<file path="config.mk">
export PLATFORM = sky130hd
export DESIGN_NAME = sar_conv_seq
export DESIGN_NICKNAME = d
export VERILOG_FILES = /design/src/rtl/sar_pkg.sv /design/src/rtl/sar_start_sync.sv /design/src/rtl/sar_bit_timer.sv /design/src/rtl/sar_trial_reg.sv /design/src/rtl/sar_out_coder.sv /design/src/rtl/sar_conv_seq.sv
export SDC_FILE = /design/constraint.sdc
export NUM_CORES = 1
export LEC_CHECK = 0
export BUFFER_PORTS_ARGS = -buffer_cell sky130_fd_sc_hd__buf_2
export CAP_MARGIN = 0
export CORE_AREA = 2 2 95 60
export CTS_CLUSTER_DIAMETER = 80
export DETAILED_ROUTE_END_ITERATION = 8
export DIE_AREA = 0 0 97 62
export PLACE_DENSITY = 0.91
export SETUP_SLACK_MARGIN = 0.4
export SLEW_MARGIN = 20
export SYNTH_ARGS = -nofsm -noshare
export SYNTH_HDL_FRONTEND = slang
export SYNTH_HIERARCHICAL = 1
export SYNTH_SLANG_ARGS = --single-unit
</file>
<file path="constraint.sdc">
create_clock -name clk -period 6.65 [get_ports clk]
set_clock_uncertainty 0.05 [all_clocks]
set_input_delay 0.9975 -clock clk [delete_from_list [all_inputs] [get_ports clk]]
set_output_delay 0.9975 -clock clk [all_outputs]
set_load 0.1 [all_outputs]
</file>
<file path="src/rtl/sar_pkg.sv">
package sar_pkg;
    typedef enum logic [1:0] {
        ST_IDLE = 2'd0,
        ST_RUN  = 2'd1,
        ST_TAIL = 2'd2
    } seq_state_t;
endpackage

</file>
<file path="src/rtl/sar_start_sync.sv">
module sar_start_sync #(
    parameter int STAGES = 2
) (
    input  logic clk,
    input  logic rst_n,
    input  logic conv_start,
    output logic fall_o
);
    logic [STAGES-1:0] sync_q;
    logic              last_q;

    always_ff @(posedge clk or negedge rst_n) begin
        if (!rst_n) begin
            sync_q <= '0;
            last_q <= 1'b0;
        end else begin
            sync_q <= {sync_q[STAGES-2:0], conv_start};
            last_q <= sync_q[STAGES-1];
        end
    end

    assign fall_o = last_q & ~sync_q[STAGES-1];

    // one edge gives one single-cycle strobe
    p_fall_single_r2: assert property (@(posedge clk) disable iff (!rst_n)
        fall_o |=> !fall_o);
endmodule

</file>
<file path="src/rtl/sar_bit_timer.sv">
module sar_bit_timer #(
    parameter int BIT_CYC = 4
) (
    input  logic clk,
    input  logic rst_n,
    input  logic run,
    input  logic clear,
    output logic step_o,
    output logic first_half_o
);
    localparam int PW = (BIT_CYC > 2) ? $clog2(BIT_CYC) : 1;
    localparam logic [PW-1:0] LAST = PW'(BIT_CYC - 1);
    localparam logic [PW-1:0] HALF = PW'(BIT_CYC / 2);

    logic [PW-1:0] ph_q;

    always_ff @(posedge clk or negedge rst_n) begin
        if (!rst_n) begin
            ph_q <= '0;
        end else if (clear) begin
            ph_q <= '0;
        end else if (run) begin
            ph_q <= (ph_q == LAST) ? '0 : ph_q + 1'b1;
        end
    end

    assign step_o       = run & ~clear & (ph_q == LAST);
    assign first_half_o = (ph_q < HALF);

    // the phase never leaves its period
    p_phase_range_r3: assert property (@(posedge clk) disable iff (!rst_n)
        ph_q <= LAST);
    // an idle timer rests at phase zero
    p_idle_phase_r3: assert property (@(posedge clk) disable iff (!rst_n)
        (!run && !clear && ph_q == '0) |=> ph_q == '0);
endmodule

</file>
<file path="src/rtl/sar_trial_reg.sv">
module sar_trial_reg #(
    parameter int NBITS = 16
) (
    input  logic             clk,
    input  logic             rst_n,
    input  logic             clear,
    input  logic             step,
    input  logic             first,
    input  logic             keep,
    output logic [NBITS-1:0] trial_o,
    output logic [NBITS-1:0] trial_nx_o
);
    localparam logic [NBITS-1:0] TOP_ONE = {1'b1, {(NBITS-1){1'b0}}};

    logic [NBITS-1:0] trial_q, ptr_q;
    logic [NBITS-1:0] trial_nx, ptr_nx, decided;

    always_comb begin
        trial_nx = trial_q;
        ptr_nx   = ptr_q;
        decided  = keep ? trial_q : (trial_q & ~ptr_q);
        if (clear) begin
            trial_nx = '0;
            ptr_nx   = '0;
        end else if (step) begin
            if (first) begin
                trial_nx = TOP_ONE;
                ptr_nx   = TOP_ONE;
            end else begin
                ptr_nx   = ptr_q >> 1;
                trial_nx = decided | (ptr_q >> 1);
            end
        end
    end

    always_ff @(posedge clk or negedge rst_n) begin
        if (!rst_n) begin
            trial_q <= '0;
            ptr_q   <= '0;
        end else begin
            trial_q <= trial_nx;
            ptr_q   <= ptr_nx;
        end
    end

    assign trial_o    = trial_q;
    assign trial_nx_o = trial_nx;

    // at most one bit under trial
    p_ptr_onehot_r5: assert property (@(posedge clk) disable iff (!rst_n)
        $onehot0(ptr_q));
    // a rejected trial bit is gone after the step
    p_reject_clears_r6: assert property (@(posedge clk) disable iff (!rst_n)
        (step && !first && !clear && !keep) |=> ((trial_q & $past(ptr_q)) == '0));
    // a kept bit stays set
    p_keep_holds_r6: assert property (@(posedge clk) disable iff (!rst_n)
        (step && !first && !clear && keep) |=> ((trial_q & $past(ptr_q)) == $past(ptr_q)));
endmodule

</file>
<file path="src/rtl/sar_out_coder.sv">
module sar_out_coder #(
    parameter int NBITS = 16
) (
    input  logic             clk,
    input  logic             rst_n,
    input  logic             load,
    input  logic [NBITS-1:0] word_in,
    input  logic             compl,
    input  logic             msb_inv,
    output logic [NBITS-1:0] data_o
);
    localparam logic [NBITS-1:0] TOP_ONE = {1'b1, {(NBITS-1){1'b0}}};

    logic [NBITS-1:0] coded;

    always_comb begin
        coded = compl ? ~word_in : word_in;
        if (msb_inv) coded = coded ^ TOP_ONE;
    end

    always_ff @(posedge clk or negedge rst_n) begin
        if (!rst_n)    data_o <= '1;
        else if (load) data_o <= coded;
    end

    // the output word moves only on a load
    p_data_hold_r7: assert property (@(posedge clk) disable iff (!rst_n)
        !load |=> $stable(data_o));
endmodule

</file>
<file path="src/rtl/sar_conv_seq.sv">
module sar_conv_seq
    import sar_pkg::*;
#(
    parameter int NBITS       = 16,
    parameter int BIT_CYC     = 4,
    parameter int SYNC_STAGES = 2
) (
    input  logic             clk,
    input  logic             rst_n,
    input  logic             conv_start,
    input  logic             comp_keep,
    input  logic             out_compl,
    input  logic             msb_flip,
    output logic [NBITS-1:0] trial_word,
    output logic [NBITS-1:0] data_out,
    output logic             busy,
    output logic             bit_clk
);
    localparam int NSTEP = NBITS + 1;
    localparam int CW    = $clog2(NSTEP + 1);
    localparam logic [CW-1:0] LAST_STEP = CW'(NSTEP - 1);

    seq_state_t       state_q, state_nx;
    logic [CW-1:0]    cnt_q, cnt_nx;
    logic             fall, step, first_half;
    logic             accept, timer_run, sar_step, sar_first;
    logic [NBITS-1:0] trial_nx;

    sar_start_sync #(.STAGES(SYNC_STAGES)) u_sync (
        .clk(clk), .rst_n(rst_n), .conv_start(conv_start), .fall_o(fall)
    );

    sar_bit_timer #(.BIT_CYC(BIT_CYC)) u_timer (
        .clk(clk), .rst_n(rst_n), .run(timer_run), .clear(accept),
        .step_o(step), .first_half_o(first_half)
    );

    sar_trial_reg #(.NBITS(NBITS)) u_trial (
        .clk(clk), .rst_n(rst_n), .clear(accept), .step(sar_step),
        .first(sar_first), .keep(comp_keep),
        .trial_o(trial_word), .trial_nx_o(trial_nx)
    );

    sar_out_coder #(.NBITS(NBITS)) u_coder (
        .clk(clk), .rst_n(rst_n), .load(sar_step), .word_in(trial_nx),
        .compl(out_compl), .msb_inv(msb_flip), .data_o(data_out)
    );

    // state register
    always_ff @(posedge clk or negedge rst_n) begin
        if (!rst_n) begin
            state_q <= ST_IDLE;
            cnt_q   <= '0;
        end else begin
            state_q <= state_nx;
            cnt_q   <= cnt_nx;
        end
    end

    // next state
    always_comb begin
        state_nx = state_q;
        cnt_nx   = cnt_q;
        unique case (state_q)
            ST_IDLE: begin
                if (fall) begin
                    state_nx = ST_RUN;
                    cnt_nx   = '0;
                end
            end
            ST_RUN: begin
                if (step) begin
                    cnt_nx = cnt_q + 1'b1;
                    if (cnt_q == LAST_STEP) state_nx = ST_TAIL;
                end
            end
            ST_TAIL: begin
                if (step) state_nx = ST_IDLE;
            end
            default: state_nx = ST_IDLE;
        endcase
    end

    // outputs
    always_comb begin
        accept    = 1'b0;
        timer_run = 1'b0;
        sar_step  = 1'b0;
        sar_first = 1'b0;
        busy      = 1'b0;
        bit_clk   = 1'b0;
        unique case (state_q)
            ST_IDLE: accept = fall;
            ST_RUN: begin
                busy      = 1'b1;
                timer_run = 1'b1;
                sar_step  = step;
                sar_first = (cnt_q == '0);
                bit_clk   = first_half && (cnt_q != '0);
            end
            ST_TAIL: begin
                busy      = 1'b1;
                timer_run = 1'b1;
                bit_clk   = first_half;
            end
            default: ;
        endcase
    end

    // no clock pulses outside a conversion
    p_idle_quiet_r4: assert property (@(posedge clk) disable iff (!rst_n)
        !busy |-> !bit_clk);
    // the step count is bounded by NBITS+1
    p_step_bound_r4: assert property (@(posedge clk) disable iff (!rst_n)
        cnt_q <= CW'(NSTEP));
    // an accepted edge raises busy on the next clock
    p_start_busy_r2: assert property (@(posedge clk) disable iff (!rst_n)
        (state_q == ST_IDLE && fall) |=> busy);
    // an edge during a conversion does not restart it
    p_ignore_start_r10: assert property (@(posedge clk) disable iff (!rst_n)
        (state_q == ST_RUN && fall && !step) |=> (state_q == ST_RUN && cnt_q == $past(cnt_q)));
    // data is already final when busy falls
    p_busy_fall_data_r7: assert property (@(posedge clk) disable iff (!rst_n)
        $fell(busy) |-> $stable(data_out));
endmodule

</file>
==> impl_metrics.csv <==
group,metric,value,unit
outcome,run_status,"complete, no violations",
finish,final-instance-count-excl-fill,379,
setup_path,crit_path_start_kind,"register",
finish,final_cell_mix,"sky130_fd_sc_hd__dfrtp_1 (44), sky130_fd_sc_hd__buf_2 (39), sky130_fd_sc_hd__a21oi_1 (34), sky130_fd_sc_hd__nand3b_1 (33), sky130_fd_sc_hd__nor2_1 (21)",
placed_design,post-dp-hpwl,4.25,mm
global_routing,grt-ovfl-total,0,
drt,drtPass1Iterations,5,
timing,setup-tns-final,0,ps
timing,maximum_achievable_frequency,0.237,GHz
worst_hold_path,timing.hold.worst_path_depth,0,
die,rows,21,
placed_design,gp_congestion,0.899,
pwr,powerDensity,481,mW/mm^2
finish,layout.cells.most_common,"sky130_fd_sc_hd__dfrtp_1",
setup_path,worst_stage_delay_on_the_critical_path,660,ps
die,die_width,97,um
logic_synthesis,synth_flop_cell,"sky130_fd_sc_hd__dfrtp_1",
pwr,power.ir.vdd_worst,546,uV
cts,worst_skew_pair.late_latency,340,ps
timing,slew_headroom,41.9,%
die,initial_utilization,56.7,%
worst_hold_path,worst_hold_startpoint,"u_sync/sync_q[0]",
cts,postCtsSetupBuffers,0,
logic_synthesis,postSynthNetCount,284,
logic_synthesis,synth.area.top_cells,"sky130_fd_sc_hd__dfrtp_1 (37%), sky130_fd_sc_hd__dfstp_2 (14%), sky130_fd_sc_hd__nand3b_1 (8.3%)",
logic_synthesis,synth.ff_latch_count,60,
logic_synthesis,post-synth-top-area-fraction,36.7,%
placed_design,dp.cells,363,
drt,detail_route.wl_per_cell,17.1,um
finish,synthToLayoutAreaGrowth,13.9,%
drt,detailroute.via_count,2277,
logic_synthesis,syn_avg_cell_area,11.1,sq um
setup_path,critPathCaptureType,"register",
global_routing,grtUsageTotal,22.6,%
setup_path,critical_path_arrival,4440,ps
setup_path,critical_path_class,"reg -> reg",
die,boundaryPins,40,
die,fp.dieH,62,um
setup_path,worst_r2r_path_depth,10,
worst_hold_path,worst_hold_path_type,"reg -> reg",
finish,register_area,0.00152,sq mm
drt,drtIter0Drc,194,
logic_synthesis,number_of_enable_type_register_cells_in_the_synthesized_netlist,0,
global_routing,first_global_vias,2061,
timing,final_period_minus_worst_setup_slack,4220,ps
job,drv.max_cap_violation_count,0,
cts,tritoncts.num_buffers,9,
global_routing,antenna_violations_before_repair,0,
finish,nets,318,
setup_path,cpMaxStageDelayCell,"sky130_fd_sc_hd__and2_2",
cts,cts_tree,"done",
timing,worstMarginPinSlew,871,ps
pwr,report.power.total,1.64,mW
finish,multiInputGateArea,0.00134,sq mm
placed_design,number_of_input_and_output_port_buffers_inserted,39,
setup_path,cp_num_buf_inv,2,
cts,clock_buffer_depth,2,
timing,rsz0062_at_grt,"false",
timing,post-route-period-util,63.5,%
cts,tritoncts_num_sinks,60,
cts,cts_root_buffer,"sky130_fd_sc_hd__clkbuf_8",
logic_synthesis,synth.distinct_cells,42,
setup_path,timing.rr.start,"state_q[0]",
logic_synthesis,seq_area_frac_synth,50.8,%
cts,clkTransAtPathRegs,70,ps
logic_synthesis,ys.warnings.count,6,
setup_path,startpoint,"state_q[0]",
setup_path,path_max_fanout,47,
finish,drive_above_1_share,26.1,%
pwr,leakage,1.46,nW
timing,setup-violations-final,0,
logic_synthesis,postSynthCellCount,271,
timing,number_of_pins_exceeding_their_max_slew_limit_in_the_final_report,0,
global_routing,largest_net_degree_at_the_start_of_global_routing,61,
die,placeableCoreArea,0.00528,sq mm
cts,hold_buffers,0,
logic_synthesis,asyncSetResetFlopFracSynth,100,%
logic_synthesis,yosys.area.top_type,"sky130_fd_sc_hd__dfrtp_1",
global_routing,grt_pass1_wl,10.4,mm
drt,drt_drc_violations_left,0,
finish,filler_cell_count,385,
setup_path,worst-path-stages,10,
logic_synthesis,syn_area,0.00300,sq mm
setup_path,cp_cell_sequence,"inv_1 > ha_1 > and2_1 > nor2_1 > and2_2 > buf_4 > nor4bb_1 > nor3_1 > xor3_1 > mux2_4",
setup_path,critical_path_required,6870,ps
setup_path,critPathTopFamily,"simple AND/OR/NAND/NOR gates",
timing,worst_hold_slack,310,ps
finish,antennaDiodeCount,0,
timing,finalHoldViolCount,0,
drt,wirelength,6.48,mm
die,floorplan.die_area,0.00601,sq mm
drt,antenna_left,0,
cts,htreeDepth,3,
drt,route.detailed.vias_per_inst,6.01,
cts,post_cts_resize_count,0,
[flip-flops by register name, summed over array words and instances, names as in the netlist]
signal / flops
cnt_q: 5
state_q: 2
u_trial/ptr_q: 16
u_coder/data_o: 16
u_sync/last_q: 1
u_trial/trial_o: 16
u_sync/sync_q: 2
u_timer/ph_q: 2
[cell type report]
cell class              count  area share [%]
inverters                   7           0.770
repair buffers             42            6.38
multi-input cells         185            39.2
flip-flops and latches     60            44.6
clock inverters             7            2.89
well taps                  69            2.53
clock buffers               9            3.63
[layer usage]
layer / up-vias / share of wire [%] / wire length (um) / global-route usage [%]
met5: - / 0 / 0 / 0
met4: 0 / 1.5 / 100 / 9.05
met3: 15 / 7.8 / 504 / 7.49
met2: 100 / 44 / 2820 / 31.7
met1: 1129 / 47 / 3050 / 32.7
li1: 1033 / - / - / -
[cell families after synthesis]
kind of cell / synth area share, %
flip-flops: 50.8
XOR/XNOR: 5.47
multiplexers: 2.55
adder cells (fa/ha/maj): 2.92
AND/OR/NAND/NOR: 19.5
AO/OA/AOI/OAI: 14.2
buffers and inverters: 4.55
[final timing paths]
kind / slack [ps] / endpoint
worst max-delay path: 2430 / u_coder/data_o[15]
worst min-delay path: 310 / u_sync/sync_q[1]
worst max register to register: 2430 / u_coder/data_o[15]
worst min register to register: 310 / u_sync/sync_q[1]
max in group asynchronous: 5320 / u_trial/trial_o[9]
min in group asynchronous: 740 / u_trial/trial_o[2]
[power by group]
group	leakage [nW]	switching (mW)	internal [mW]
Combinational	0.581	0.594	0.166
Sequential	0.767	0.0530	0.465
Clock	0.110	0.152	0.213
[synthesized netlist by cell type, drive strengths merged (2+ instances only)]
library cell / n
dfrtp: 44
a21oi: 35
nand3b: 33
nor2: 21
nand2b: 19
dfstp: 16
xnor2: 16
a32o: 15
buf: 14
ha: 7
inv: 7
clkbuf: 5
mux2i: 5
nand2: 4
a221o: 2
a31oi: 2
and2: 2
mux2: 2
nand3: 2
nor2b: 2
nor3: 2
o21ai: 2
[through the flow]
| step | setup slack, ps | utilization [%] | area (sq um) |
|---|---|---|---|
| final | 2430 | 64.7 | 3410 |
| after detailed placement | 2530 | 60.4 | 3190 |
| after global routing | 2120 | 64.7 | 3410 |
| after CTS | 2520 | 64.7 | 3410 |
| after floorplan | 2860 | - | 3000 |
| after global placement | 2760 | 60.4 | 3190 |
Power figures use the tool's default switching activity.
